`src/rtl/sdram_rd_pkg.sv`:
```
`timescale 1ns/1ps
package sdram_rd_pkg;

  typedef enum logic [2:0] {CMD_NOP, CMD_LMR, CMD_ACT, CMD_RD, CMD_WR} cmd_e;

  typedef struct packed {
    logic [3:0] blen;      // words per burst, 1/2/4/8
    logic       cl3;       // 1: latency 3, 0: latency 2
    logic       wr_single; // writes touch one location only
  } mode_t;

  function automatic cmd_e decode_cmd(input logic [3:0] pins);
    case (pins)
      4'b0000: return CMD_LMR;
      4'b0011: return CMD_ACT;
      4'b0101: return CMD_RD;
      4'b0100: return CMD_WR;
      default: return CMD_NOP;
    endcase
  endfunction

  function automatic logic [3:0] blen_of(input logic [2:0] code);
    case (code)
      3'b001:  return 4'd2;
      3'b010:  return 4'd4;
      3'b011:  return 4'd8;
      default: return 4'd1;
    endcase
  endfunction

endpackage

```
`src/rtl/sdram_cmd_mode.sv`:
```
`timescale 1ns/1ps
module sdram_cmd_mode
  import sdram_rd_pkg::*;
#(
  parameter int AW = 12
) (
  input  logic          clk_i,
  input  logic          rst_ni,
  input  logic          cs_ni,
  input  logic          ras_ni,
  input  logic          cas_ni,
  input  logic          we_ni,
  input  logic [AW-1:0] addr_i,
  output cmd_e          cmd_o,
  output mode_t         mode_o,
  output logic          err_o
);

  logic cl_ok;
  logic unused_bits;

  assign unused_bits = ^{addr_i[AW-1:10], addr_i[3]};
  assign cl_ok = (addr_i[6:4] == 3'b010) || (addr_i[6:4] == 3'b011);

  always_comb cmd_o = decode_cmd({cs_ni, ras_ni, cas_ni, we_ni});

  always_ff @(posedge clk_i or negedge rst_ni) begin
    if (!rst_ni) begin
      mode_o <= '{blen: 4'd1, cl3: 1'b0, wr_single: 1'b0};
      err_o  <= 1'b0;
    end else if (cmd_o == CMD_LMR) begin
      mode_o.blen      <= blen_of(addr_i[2:0]);
      mode_o.cl3       <= (addr_i[6:4] == 3'b011);
      mode_o.wr_single <= addr_i[9];
      err_o            <= !cl_ok || (addr_i[8:7] != 2'b00);
    end
  end

  a_r8_flag_reserved: assert property (@(posedge clk_i) disable iff (!rst_ni)
    (cmd_o == CMD_LMR && addr_i[8:7] != 2'b00) |=> err_o);

  a_r2_blen_legal: assert property (@(posedge clk_i) disable iff (!rst_ni)
    (mode_o.blen != 4'd0) && $onehot0(mode_o.blen));

endmodule

```
`src/rtl/sdram_burst_ctl.sv`:
```
`timescale 1ns/1ps
module sdram_burst_ctl #(
  parameter int COL_W = 4
) (
  input  logic             clk_i,
  input  logic             rst_ni,
  input  logic             rd_go_i,
  input  logic             wr_go_i,
  input  logic [COL_W-1:0] col_i,
  input  logic [3:0]       blen_i,
  input  logic             single_i,
  output logic             rd_issue_o,
  output logic [COL_W-1:0] rd_col_o,
  output logic             we_o,
  output logic [COL_W-1:0] wcol_o
);

  function automatic logic [COL_W-1:0] step(input logic [COL_W-1:0] c,
                                            input logic [COL_W-1:0] m);
    return (c & ~m) | ((c + 1'b1) & m);
  endfunction

  logic [COL_W-1:0] mask, rd_mask, wr_mask, rd_col, wr_col;
  logic [3:0]       rd_left, wr_left, wlen;
  logic             rd_act, wr_act;

  assign mask = COL_W'(blen_i - 4'd1);
  assign wlen = single_i ? 4'd1 : blen_i;

  // read issue: one column per cycle while active
  always_ff @(posedge clk_i or negedge rst_ni) begin
    if (!rst_ni) begin
      rd_act  <= 1'b0;
      rd_left <= '0;
      rd_col  <= '0;
      rd_mask <= '0;
    end else if (rd_go_i) begin
      rd_act  <= 1'b1;
      rd_left <= blen_i;
      rd_col  <= col_i;
      rd_mask <= mask;
    end else if (wr_go_i) begin
      rd_act  <= 1'b0;
    end else if (rd_act) begin
      if (rd_left == 4'd1) rd_act <= 1'b0;
      else begin
        rd_left <= rd_left - 4'd1;
        rd_col  <= step(rd_col, rd_mask);
      end
    end
  end

  // write burst: word 0 with the command, the rest on following edges
  always_ff @(posedge clk_i or negedge rst_ni) begin
    if (!rst_ni) begin
      wr_act  <= 1'b0;
      wr_left <= '0;
      wr_col  <= '0;
      wr_mask <= '0;
    end else if (wr_go_i) begin
      wr_act  <= (wlen > 4'd1);
      wr_left <= wlen - 4'd1;
      wr_col  <= step(col_i, mask);
      wr_mask <= mask;
    end else if (rd_go_i) begin
      wr_act  <= 1'b0;
    end else if (wr_act) begin
      if (wr_left == 4'd1) wr_act <= 1'b0;
      else begin
        wr_left <= wr_left - 4'd1;
        wr_col  <= step(wr_col, wr_mask);
      end
    end
  end

  assign rd_issue_o = rd_act;
  assign rd_col_o   = rd_col;
  assign we_o       = wr_go_i || (wr_act && !rd_go_i);
  assign wcol_o     = wr_go_i ? col_i : wr_col;

  a_r7_single_write: assert property (@(posedge clk_i) disable iff (!rst_ni)
    (wr_go_i && single_i) |=> !wr_act);

  a_r9_read_stops_write: assert property (@(posedge clk_i) disable iff (!rst_ni)
    rd_go_i |=> !wr_act);

  a_r9_write_stops_read: assert property (@(posedge clk_i) disable iff (!rst_ni)
    (wr_go_i && !rd_go_i) |=> !rd_act);

  a_r5_wrap_block: assert property (@(posedge clk_i) disable iff (!rst_ni)
    (rd_act && $past(rd_act && !rd_go_i && !wr_go_i))
      |-> ((rd_col & ~rd_mask) == ($past(rd_col) & ~rd_mask)));

endmodule

```
`src/rtl/sdram_lat_pipe.sv`:
```
`timescale 1ns/1ps
module sdram_lat_pipe #(
  parameter int DW = 16
) (
  input  logic          clk_i,
  input  logic          rst_ni,
  input  logic          issue_i,
  input  logic [DW-1:0] data_i,
  input  logic          cl3_i,
  output logic [DW-1:0] dq_o,
  output logic          oe_o
);

  localparam int STAGES = 3;  // longest latency

  logic [STAGES:1] vld;
  logic [DW-1:0]   dat [STAGES:1];
  logic            vt;
  logic [DW-1:0]   dt;

  always_ff @(posedge clk_i or negedge rst_ni) begin
    if (!rst_ni) vld <= '0;
    else         vld <= {vld[STAGES-1:1], issue_i};
  end

  generate
    for (genvar s = 1; s <= STAGES; s++) begin : g_stage
      always_ff @(posedge clk_i or negedge rst_ni) begin
        if (!rst_ni)     dat[s] <= '0;
        else if (s == 1) dat[s] <= data_i;
        else             dat[s] <= dat[(s > 1) ? s-1 : 1];
      end
    end
  endgenerate

  // tap at stage L, enable one stage earlier
  assign vt   = cl3_i ? vld[3] : vld[2];
  assign dt   = cl3_i ? dat[3] : dat[2];
  assign oe_o = cl3_i ? (vld[2] | vld[3]) : (vld[1] | vld[2]);
  assign dq_o = vt ? dt : '0;

  a_r4_oe_leads_data: assert property (@(posedge clk_i) disable iff (!rst_ni)
    $rose(vt) |-> $past(oe_o));

  a_r4_oe_covers_data: assert property (@(posedge clk_i) disable iff (!rst_ni)
    vt |-> oe_o);

  a_r11_idle_zero: assert property (@(posedge clk_i) disable iff (!rst_ni)
    !oe_o |-> (dq_o == '0));

endmodule

```
`src/rtl/sdram_rd_path.sv`:
```
`timescale 1ns/1ps
module sdram_rd_path
  import sdram_rd_pkg::*;
#(
  parameter int DW    = 16,
  parameter int AW    = 12,
  parameter int ROW_W = 2,
  parameter int COL_W = 4
) (
  input  logic          clk_i,
  input  logic          rst_ni,
  input  logic          cs_ni,
  input  logic          ras_ni,
  input  logic          cas_ni,
  input  logic          we_ni,
  input  logic [AW-1:0] addr_i,
  input  logic [DW-1:0] dq_i,
  output logic [DW-1:0] dq_o,
  output logic          dq_oe_o,
  output logic          mode_err_o
);

  localparam int MEM_AW = ROW_W + COL_W;
  localparam int DEPTH  = 1 << MEM_AW;

  cmd_e             cmd;
  mode_t            mode;
  logic             mode_err, rd_go, wr_go, rd_issue, we;
  logic [COL_W-1:0] rd_col, wcol;
  logic [ROW_W-1:0] row_q;
  logic [DW-1:0]    mem [DEPTH];

  sdram_cmd_mode #(.AW(AW)) u_cmd (
    .clk_i, .rst_ni, .cs_ni, .ras_ni, .cas_ni, .we_ni, .addr_i,
    .cmd_o(cmd), .mode_o(mode), .err_o(mode_err)
  );

  assign rd_go = (cmd == CMD_RD) && !mode_err;
  assign wr_go = (cmd == CMD_WR) && !mode_err;

  always_ff @(posedge clk_i or negedge rst_ni) begin
    if (!rst_ni)               row_q <= '0;
    else if (cmd == CMD_ACT)   row_q <= addr_i[ROW_W-1:0];
  end

  sdram_burst_ctl #(.COL_W(COL_W)) u_burst (
    .clk_i, .rst_ni, .rd_go_i(rd_go), .wr_go_i(wr_go),
    .col_i(addr_i[COL_W-1:0]), .blen_i(mode.blen), .single_i(mode.wr_single),
    .rd_issue_o(rd_issue), .rd_col_o(rd_col), .we_o(we), .wcol_o(wcol)
  );

  always_ff @(posedge clk_i) begin
    if (we) mem[{row_q, wcol}] <= dq_i;
  end

  sdram_lat_pipe #(.DW(DW)) u_pipe (
    .clk_i, .rst_ni, .issue_i(rd_issue), .data_i(mem[{row_q, rd_col}]),
    .cl3_i(mode.cl3), .dq_o, .oe_o(dq_oe_o)
  );

  assign mode_err_o = mode_err;

  a_r8_no_read_in_error: assert property (@(posedge clk_i) disable iff (!rst_ni)
    $rose(rd_issue) |-> !$past(mode_err));

endmodule

```
`config.mk`:
```
export PLATFORM = sky130hd
export DESIGN_NAME = sdram_rd_path
export DESIGN_NICKNAME = d
export VERILOG_FILES = /design/src/rtl/sdram_rd_pkg.sv /design/src/rtl/sdram_cmd_mode.sv /design/src/rtl/sdram_burst_ctl.sv /design/src/rtl/sdram_lat_pipe.sv /design/src/rtl/sdram_rd_path.sv
export SDC_FILE = /design/constraint.sdc
export NUM_CORES = 1
export LEC_CHECK = 0
export BUFFER_PORTS_ARGS = -buffer_cell sky130_fd_sc_hd__buf_2
export CAP_MARGIN = 10
export CORE_AREA = 2 2 273 275
export CTS_BUF_LIST = sky130_fd_sc_hd__clkbuf_4
export CTS_CLUSTER_DIAMETER = 40
export DETAILED_ROUTE_END_ITERATION = 10
export DIE_AREA = 0 0 275 277
export PLACE_DENSITY_LB_ADDON = 0.1
export REMOVE_ABC_BUFFERS = 1
export SLEW_MARGIN = 40
export SYNTH_ARGS = -nofsm -noshare
export SYNTH_HDL_FRONTEND = slang
export SYNTH_HIERARCHICAL = 1
export SYNTH_SLANG_ARGS = --single-unit
```
`constraint.sdc`:
```
create_clock -name clk_i -period 3.4 [get_ports clk_i]
set_input_delay 0.68 -clock clk_i [delete_from_list [all_inputs] [get_ports clk_i]]
set_output_delay 0.68 -clock clk_i [all_outputs]
set_load 0.005 [all_outputs]
```
==> results of run 1 <==
## worst max path at each step
stage	startpoint	end	slack, ps	cells past startpoint
finish	cas_ni	mem[0][11]$_DFFE_PP_	310	10
global route	u_pipe/vld[2]$_DFF_PN0_	dq_o[15]	130	3
CTS	u_pipe/vld[3]$_DFF_PN0_	dq_o[6]	200	3
detailed placement	cas_ni	mem[48][4]$_DFFE_PP_	-100	9
global placement	cas_ni	mem[63][14]$_DFFE_PP_	-140	8
floorplan	u_burst/rd_col_o[0]$_DFFE_PN0P_	u_pipe/dat[1]$_DFF_PN0_	-8120	4
## area by class of cell
type                       instances  area (µm²)
inverter                           8        30.0
sequential                      1110       32900
fill                            4858       24100
timing repair buffer             246        2600
multi-input combinational        750        9310
clock inverter                    63         349
antenna                            1        2.50
tap                              969        1210
clock buffer                     410        3080
## per-stage QoR
step / TNS (ps) / hold WS (ps) / area, µm² / setup WS [ps]
after CTS: 0 / 3.27 / 49500 / 204
after detailed placement: -8210 / 336 / 45900 / -95.5
after floorplan: -2568200 / 331 / 42200 / -8120
final: 0 / 125 / 49500 / 313
after global routing: 0 / 43.9 / 49500 / 133
after global placement: -23030 / 336 / 45900 / -138
## Yosys cell counts, types with 3 or more instances
master	instances
clkbuf_1	54
a21oi_1	9
nor4_1	5
nand4_1	3
buf_6	16
nand2b_1	11
o21ai_0	5
mux2i_1	39
buf_1	3
mux2_1	8
edfxtp_1	1024
o22a_1	3
ha_1	9
nand2_1	30
buf_2	24
xor2_1	9
a221oi_1	28
inv_1	7
nor3b_1	4
and2_1	3
and3b_1	3
mux2_2	22
a22oi_1	31
o21ai_1	44
nor2_1	91
xnor2_1	9
and3_1	13
nand3_1	33
nor2b_1	14
dfrtp_1	85
o221ai_1	6
a31oi_1	15
nor3_1	6
buf_4	9
mux4_2	267
## power groups by stage
stage          logic (µW)  registers (µW)  clock network, µW
6_report             8020           15900              10900
5_1_grt              8430           16000              11900
4_1_cts              8070           15900              11100
3_5_place_dp         8030           16200                  0
3_3_place_gp         7930           16200                  0
2_1_floorplan        3500           16500                  0
## placed cells by master (no fill, tap or decap), types with 6 or more instances in the layout
cell	count
mux2_1	8
mux2_2	22
xor2_1	9
edfxtp_1	1024
a22oi_1	31
nor2b_1	13
a221oi_1	28
dlygate4sd3_1	18
nand2b_1	11
o21ai_1	44
nor2_2	14
buf_12	65
a21oi_1	9
buf_4	117
inv_1	7
inv_2	6
and3_1	13
ha_1	9
clkinv_2	6
buf_2	45
xnor2_1	9
a31oi_1	15
mux4_2	267
o221ai_1	6
nand3_1	33
dfrtp_1	81
clkbuf_4	410
mux2i_1	39
nand2_1	30
clkinv_1	48
nor2_1	76
## logic make-up after synthesis
group                    count (synthesis)
AO/OA/AOI/OAI                          154
XOR/XNOR                                18
adder cells (fa/ha/maj)                  9
buffers and inverters                  114
flip-flops                            1110
multiplexers                           336
AND/OR/NAND/NOR                        233
## state kept, by name, summed over array words and instances, names as in the netlist, 2 cells and up, named ones only
signal and flops:
u_burst/wr_mask 4, u_pipe/dat 48, u_pipe/vld 3, row_q 2
u_burst/wr_left 4, u_burst/rd_mask 4, u_cmd/mode_o 6, mem 1024
u_burst/rd_left 4
## layer usage
metal  global-route usage (%)  vias to the layer above  wire, µm
met2                     41.3                     1057     48800
met4                     8.55                        0      2170
li1                         -                     9317         -
met1                     41.2                    11600     41700
met3                     6.23                      145      8770
met5                        0                        -         0
## critical path: stages
cell and delay [ps]:
dlygate4sd3_1 530, buf_2 160, nor4b_1 400, nor4b_2 300, buf_4 210, mux2_1 390, buf_4 210, or3_1 450
nor2_1 190, buf_4 280
==> report_table.html, run 1 <==
<table>
<tr><th>Metric</th><th>Value</th></tr>
<tr><th colspan="2">Layout</th></tr>
<tr><td>Layout area overhead</td><td>15.8%</td></tr>
<tr><td>End-of-flow core utilization</td><td>67.3%</td></tr>
<tr><td># nets final</td><td>2450</td></tr>
<tr><td>Final non-filler cell total</td><td>3557</td></tr>
<tr><td>Layout cell share with drive strength beyond 1</td><td>37.6%</td></tr>
<tr><th colspan="2">Worst setup path</th></tr>
<tr><td>Crit path kind</td><td>input port to flop</td></tr>
<tr><td>Type of origin of the critical path</td><td>input port</td></tr>
<tr><td>Highest fanout seen on the critical path</td><td>13</td></tr>
<tr><td>Worst reg-to-reg path cell count</td><td>7</td></tr>
<tr><td>Worst Path Required</td><td>4130 ps</td></tr>
<tr><td>Worst reg2reg setup slack</td><td>480 ps</td></tr>
<tr><td>Arr. time, crit path</td><td>3820 ps</td></tr>
<tr><td>Worst r2r src</td><td>u_burst/rd_col_o[0]$_DFFE_PN0P_</td></tr>
<tr><td>Nature of the critical path endpoint</td><td>flop</td></tr>
<tr><td>Worst reg2reg endpoint</td><td>u_pipe/dat[3]$_DFF_PN0_</td></tr>
<tr><th colspan="2">GRT</th></tr>
<tr><td>GRT Overall Usage</td><td>27.6%</td></tr>
<tr><td>Maximum number of pins on one net before global-route repair</td><td>87</td></tr>
<tr><td>Final global-route overflow total</td><td>0</td></tr>
<tr><td>Number of antenna violations at the first check in global routing</td><td>1</td></tr>
<tr><td>Global-route wire length before repair</td><td>149000 µm</td></tr>
<tr><td>Vias in the first global route</td><td>22700</td></tr>
<tr><th colspan="2">Clocking</th></tr>
<tr><td>Root cell of the clock tree</td><td>clkbuf_4</td></tr>
<tr><td>Count of cells resized by post-cts repair</td><td>0</td></tr>
<tr><td>Hold-fix buffers, CTS</td><td>18</td></tr>
<tr><td>Skew-Pair Late Insertion Delay</td><td>1100 ps</td></tr>
<tr><td>Clock Pin Slew Worst Setup and Hold Paths</td><td>70 ps</td></tr>
<tr><td>Bufs on Longest Clock Path</td><td>4</td></tr>
<tr><td>Maximum level of the CTS H-tree</td><td>5</td></tr>
<tr><td>Inserted Clock Buffers</td><td>291</td></tr>
<tr><td>TritonCTS clock tree</td><td>done</td></tr>
<tr><td>Clk sinks</td><td>1110</td></tr>
<tr><td>Buffers inserted by post-CTS timing repair</td><td>0</td></tr>
<tr><th colspan="2">Timing</th></tr>
<tr><td>Setup repair after global routing missed its margin</td><td>false</td></tr>
<tr><td>Hold Vio Cnt, Final</td><td>0</td></tr>
<tr><td>Skew final</td><td>81.8 ps</td></tr>
<tr><td>Achievable frequency</td><td>0.324 GHz</td></tr>
<tr><td>Pins over their slew limit</td><td>0</td></tr>
<tr><td>Final setup fails</td><td>0</td></tr>
<tr><td>Worst slew margin relative to its limit</td><td>46.8%</td></tr>
<tr><td>Least-Margin Pin Slew</td><td>798 ps</td></tr>
<tr><td>Share of the clock period used by the worst path</td><td>90.8%</td></tr>
<tr><td>Minimum clock period</td><td>3090 ps</td></tr>
<tr><th colspan="2">Synthesis</th></tr>
<tr><td>Combinational family with the most area after synthesis</td><td>multiplexers</td></tr>
<tr><td>Flip-flop and latch count after synthesis</td><td>1110</td></tr>
<tr><td>Multiplexer area fraction after synthesis</td><td>15.8%</td></tr>
<tr><td>Area share of the largest cell type after synthesis</td><td>71.9%</td></tr>
<tr><td>Cells taking the most area after synthesis</td><td>edfxtp_1, mux4_2, dfrtp_1</td></tr>
<tr><td>Post-synthesis instance area</td><td>42700 µm²</td></tr>
<tr><td>Share of the yosys chip area belonging to registers</td><td>77.0%</td></tr>
<tr><td>Basic-gate share of the synthesized area counting and, or, nand and nor cells</td><td>2.73%</td></tr>
<tr><td>Synthesized-area fraction occupied by ao, oa, aoi and oai cells</td><td>2.46%</td></tr>
<tr><td>Cell type contributing the most total cell area after synthesis</td><td>edfxtp_1</td></tr>
<tr><td>Main flop type after synthesis</td><td>edfxtp_1</td></tr>
<tr><td>Number of synthesized flops with an enable pin</td><td>1024</td></tr>
<tr><td>Number of distinct standard cells referenced by the synthesized netlist</td><td>59</td></tr>
<tr><td>Number of synthesis warnings</td><td>6</td></tr>
<tr><td>Adder-Cell Fraction of Synth Area</td><td>0.263%</td></tr>
<tr><td>Xor-xnor portion of the synthesized cell area</td><td>0.369%</td></tr>
<tr><td>Async set-or-reset flop fraction in the synthesized netlist</td><td>7.75%</td></tr>
<tr><td>Mean area per synthesized cell</td><td>21.7 µm²</td></tr>
<tr><td>Synth Instances</td><td>1974</td></tr>
<tr><th colspan="2">Power and ir drop</th></tr>
<tr><td>Combinational group share of total power</td><td>23.1%</td></tr>
<tr><td>Total leakage power</td><td>0.0163 µW</td></tr>
<tr><td>Switching share of power</td><td>28.4%</td></tr>
<tr><td>Power share of the clock group</td><td>31.2%</td></tr>
<tr><td>Maximum vdd drop</td><td>0.000390 V</td></tr>
<tr><td>Flop pwr share</td><td>45.7%</td></tr>
<tr><td>Total power</td><td>34800 µW</td></tr>
<tr><td>Areal power density over the cells</td><td>703 nW/µm²</td></tr>
<tr><td>Net switching power</td><td>9860 µW</td></tr>
<tr><td>Power Internal</td><td>24900 µW</td></tr>
<tr><th colspan="2">Min path</th></tr>
<tr><td>Hold WC Path Type</td><td>input port to flop</td></tr>
<tr><td>Destination of the worst hold path</td><td>mem[27][1]$_DFFE_PP_</td></tr>
<tr><td>Count of cells along the worst hold path</td><td>2</td></tr>
<tr><td>Startpoint of the most critical hold path</td><td>dq_i[1]</td></tr>
<tr><th colspan="2">Route</th></tr>
<tr><td>Remaining antenna violation count</td><td>0</td></tr>
<tr><td>Via/cell ratio</td><td>6.22</td></tr>
<tr><td>First-iteration detailed-routing DRC count</td><td>2396</td></tr>
<tr><td>Post-detailed-routing wire length</td><td>101000 µm</td></tr>
<tr><td>DRC violation count after routing</td><td>0</td></tr>
<tr><td>Final routed wire length divided by cell count</td><td>28.5 µm</td></tr>
<tr><td>Iteration count of the initial detailed-routing pass</td><td>5</td></tr>
<tr><td>Detailed-route via count</td><td>22100</td></tr>
<tr><th colspan="2">Die</th></tr>
<tr><td>Number of primary I/O pins</td><td>52</td></tr>
<tr><td>Initial Utilization</td><td>58.1%</td></tr>
<tr><td>Area of the die</td><td>76200 µm²</td></tr>
<tr><td>Height of the chip</td><td>277 µm</td></tr>
<tr><td>CORE AREA</td><td>73600 µm²</td></tr>
<tr><td>Die extent in x</td><td>275 µm</td></tr>
<tr><td>Standard-cell row count</td><td>100</td></tr>
<tr><th colspan="2">Status</th></tr>
<tr><td>Status</td><td>finished, final reports clean</td></tr>
<tr><th colspan="2">Placement</th></tr>
<tr><td>Global placer's final weighted congestion</td><td>0.850</td></tr>
<tr><td>IO buf count</td><td>49</td></tr>
<tr><td># placed instances</td><td>3065</td></tr>
<tr><td>Detailed Place HPWL</td><td>63000 µm</td></tr>
<tr><th colspan="2">Flow run</th></tr>
<tr><td>Max-cap violations</td><td>0</td></tr>
</table>
No activity file was read; power rests on OpenSTA's default activity.
==> run 2, diff against run 1 <==
--- a/config.mk
+++ b/config.mk
@@ -21 +21,2 @@
 export SYNTH_SLANG_ARGS = --single-unit
+export TNS_END_PERCENT = 50
==> constraint.sdc (replaced) <==
create_clock -name clk_i -period 3.4 [get_ports clk_i]
set_input_delay 0.34 -clock clk_i [delete_from_list [all_inputs] [get_ports clk_i]]
set_output_delay 0.34 -clock clk_i [all_outputs]
set_load 0.005 [all_outputs]
==> report_table.html, run 2 (synthesis gave the netlist of run 1 again) <==
<table>
<tr><th>Metric</th><th>Value</th></tr>
<tr><th colspan="2">Die</th></tr>
<tr><td>Number of primary I/O pins</td><td>52</td></tr>
<tr><td>Area of the die</td><td>76200 µm²</td></tr>
<tr><td>CORE AREA</td><td>73600 µm²</td></tr>
<tr><td>Die extent in x</td><td>275 µm</td></tr>
<tr><td>Height of the chip</td><td>277 µm</td></tr>
<tr><td>Initial Utilization</td><td>58.1%</td></tr>
<tr><td>Standard-cell row count</td><td>100</td></tr>
<tr><th colspan="2">Route</th></tr>
<tr><td>Max layer used</td><td>met5</td></tr>
<tr><td>Routed length on met1</td><td>40800 µm</td></tr>
<tr><td>Detailed-route via count</td><td>22000</td></tr>
<tr><td>Remaining antenna violation count</td><td>0</td></tr>
<tr><td>Routed wl met3</td><td>7780 µm</td></tr>
<tr><td>Met2 wire length</td><td>47400 µm</td></tr>
<tr><td>Final routed wire length divided by cell count</td><td>27.3 µm</td></tr>
<tr><td>Via/cell ratio</td><td>6.12</td></tr>
<tr><td>Post-detailed-routing wire length</td><td>98100 µm</td></tr>
<tr><td>First-iteration detailed-routing DRC count</td><td>2182</td></tr>
<tr><td>DRC violation count after routing</td><td>0</td></tr>
<tr><td>Iteration count of the initial detailed-routing pass</td><td>6</td></tr>
<tr><th colspan="2">Timing</th></tr>
<tr><td>Final setup fails</td><td>0</td></tr>
<tr><td>Skew final</td><td>89.0 ps</td></tr>
<tr><td>Share of the clock period used by the worst path</td><td>92.0%</td></tr>
<tr><td>Hold Vio Cnt, Final</td><td>0</td></tr>
<tr><td>Least-Margin Pin Slew</td><td>746 ps</td></tr>
<tr><td>Minimum clock period</td><td>3130 ps</td></tr>
<tr><td>Worst slew margin relative to its limit</td><td>50.3%</td></tr>
<tr><td>Achievable frequency</td><td>0.320 GHz</td></tr>
<tr><td>Pins over their slew limit</td><td>0</td></tr>
<tr><td>Setup repair after global routing missed its margin</td><td>false</td></tr>
<tr><th colspan="2">Layout</th></tr>
<tr><td>Most common cell after layout, fill and taps aside</td><td>edfxtp_1</td></tr>
<tr><td>Largest registers ranked by flip-flop count</td><td>mem (1024), u_pipe/dat (48), u_cmd/mode_o (6)</td></tr>
<tr><td>Most flops, register</td><td>mem</td></tr>
<tr><td># nets final</td><td>2468</td></tr>
<tr><td>Sequential cell area</td><td>32900 µm²</td></tr>
<tr><td>Commonest cells after routing, fill and taps aside</td><td>edfxtp_1, clkbuf_4, mux4_2</td></tr>
<tr><td>End-of-flow core utilization</td><td>67.5%</td></tr>
<tr><td>Filler cells</td><td>4781</td></tr>
<tr><td>Layout area overhead</td><td>16.2%</td></tr>
<tr><td>Flip-flop count of the largest register, all copies and words added</td><td>1024</td></tr>
<tr><td>Layout cell share with drive strength beyond 1</td><td>37.6%</td></tr>
<tr><td>Total area of multi-input combinational cells</td><td>9310 µm²</td></tr>
<tr><th colspan="2">GRT</th></tr>
<tr><td>Maximum number of pins on one net before global-route repair</td><td>65</td></tr>
<tr><td>Vias in the first global route</td><td>22600</td></tr>
<tr><td>Global-route wire length before repair</td><td>145000 µm</td></tr>
<tr><td>Number of antenna violations at the first check in global routing</td><td>4</td></tr>
<tr><td>Final global-route overflow total</td><td>0</td></tr>
<tr><td>GRT Overall Usage</td><td>26.6%</td></tr>
<tr><th colspan="2">Worst setup path</th></tr>
<tr><td>Arr. time, crit path</td><td>3890 ps</td></tr>
<tr><td>CP Cell Sequence</td><td>dlygate4sd3_1 &gt; buf_2 &gt; xor2_1 &gt; nor3_1 &gt; dlygate4sd3_1 &gt; nor4bb_4 &gt; nand2b_1 &gt; nand2b_1 &gt; nor2b_1 &gt; nand2_1 &gt; nor2_1 &gt; buf_4</td></tr>
<tr><td>Highest fanout seen on the critical path</td><td>16</td></tr>
<tr><td>Crit-path leading delay family</td><td>simple AND/OR/NAND/NOR gates</td></tr>
<tr><td>Worst Path Required</td><td>4160 ps</td></tr>
<tr><td>Crit path buffers/inverters</td><td>4</td></tr>
<tr><td>Nature of the critical path endpoint</td><td>flop</td></tr>
<tr><td>Crit path kind</td><td>input port to flop</td></tr>
<tr><td>Type of origin of the critical path</td><td>input port</td></tr>
<tr><td>Standard cell with the maximum stage delay on the critical path</td><td>dlygate4sd3_1</td></tr>
<tr><td>Largest stage delay on the critical path</td><td>620 ps</td></tr>
<tr><th colspan="2">Placement</th></tr>
<tr><td>Global placer's final weighted congestion</td><td>0.904</td></tr>
<tr><td>Detailed Place HPWL</td><td>61000 µm</td></tr>
<tr><td>IO buf count</td><td>49</td></tr>
<tr><th colspan="2">Clocking</th></tr>
<tr><td>Inserted Clock Buffers</td><td>296</td></tr>
<tr><td>Clock Pin Slew Worst Setup and Hold Paths</td><td>70 ps</td></tr>
<tr><td>Clk sinks</td><td>1110</td></tr>
<tr><td>Maximum level of the CTS H-tree</td><td>5</td></tr>
<tr><td>Root cell of the clock tree</td><td>clkbuf_4</td></tr>
<tr><td>Skew-Pair Late Insertion Delay</td><td>1090 ps</td></tr>
<tr><td>TritonCTS clock tree</td><td>done</td></tr>
<tr><td>Bufs on Longest Clock Path</td><td>4</td></tr>
<tr><td>Buffers inserted by post-CTS timing repair</td><td>0</td></tr>
<tr><th colspan="2">Power and ir drop</th></tr>
<tr><td>Areal power density over the cells</td><td>708 nW/µm²</td></tr>
<tr><td>Total leakage power</td><td>0.0164 µW</td></tr>
<tr><td>Maximum vdd drop</td><td>0.000426 V</td></tr>
<tr><td>Total power</td><td>35200 µW</td></tr>
<tr><th colspan="2">Min path</th></tr>
<tr><td>Hold WC Path Type</td><td>input port to flop</td></tr>
<tr><th colspan="2">Flow run</th></tr>
<tr><td>Max-cap violations</td><td>0</td></tr>
<tr><th colspan="2">Status</th></tr>
<tr><td>Status</td><td>finished, final reports clean</td></tr>
</table>
-- run 2: cell types whose count changed in the layout (fill, tap and decap cells not counted), sizes merged, moves of 2 or more --
cell	before	now
buf	228	217
bufinv	4	6
clkbuf	410	431
clkinv	54	50
diode	1	3
dlygate4sd3	18	42
-- run 2: cell type report --
cell class	count	share of cell area, %
tap	969	2.44
inverter	8	0.0604
antenna	3	0.0151
clock buffer	431	6.51
multi-input combinational	750	18.7
sequential	1110	66.2
timing repair buffer	259	5.18
clock inverter	63	0.813
-- run 2: metal layers --
metal / up-vias / GRT usage (%)
li1: 9364 / -
met1: 11500 / 38.6
met2: 965 / 40.3
met3: 129 / 6.69
met4: 2 / 8.47
met5: - / 0
-- run 2: power breakdown --
part           switching, µW  internal [µW]
clock network           5100           6230
logic                   4220           3670
registers                513          15500
total                   9830          25400
-- run 2: final timing paths --
kind / start / end / slack (ps) / cells past startpoint
max: ras_ni / mem[18][4]$_DFFE_PP_ / 270 / 12
min: dq_i[5] / mem[43][5]$_DFFE_PP_ / 220 / 2
max reg2reg: u_burst/rd_col_o[0]$_DFFE_PN0P_ / u_pipe/dat[3]$_DFF_PN0_ / 290 / 5
min reg2reg: u_pipe/dat[4]$_DFF_PN0_ / u_pipe/dat[20]$_DFF_PN0_ / 340 / 0
max in group asynchronous: rst_ni / u_pipe/dat[47]$_DFF_PN0_ / 2630 / 4
min in group asynchronous: rst_ni / u_cmd/mode_o[2]$_DFFE_PN1N_ / 340 / 3
-- run 2: timing repair --
item	4_1_cts	5_1_grt
hold buffers	43	0
resized for setup	0	0
endpoints found under the hold margin	878	0
-- run 2: stage by stage --
step / hold slack (ps) / worst slack, ps / TNS, ps / cells / instance area [µm²]
global route: 138 / 301 / 0 / 3593 / 49700
floorplan: 44.4 / -8120 / -2213920 / 1868 / 42200
finish: 225 / 273 / 0 / 3593 / 49700
global placement: 332 / 161 / 0 / 3053 / 45600
CTS: 85.6 / 260 / 0 / 3590 / 49700
detailed placement: 335 / 101 / 0 / 3053 / 45600
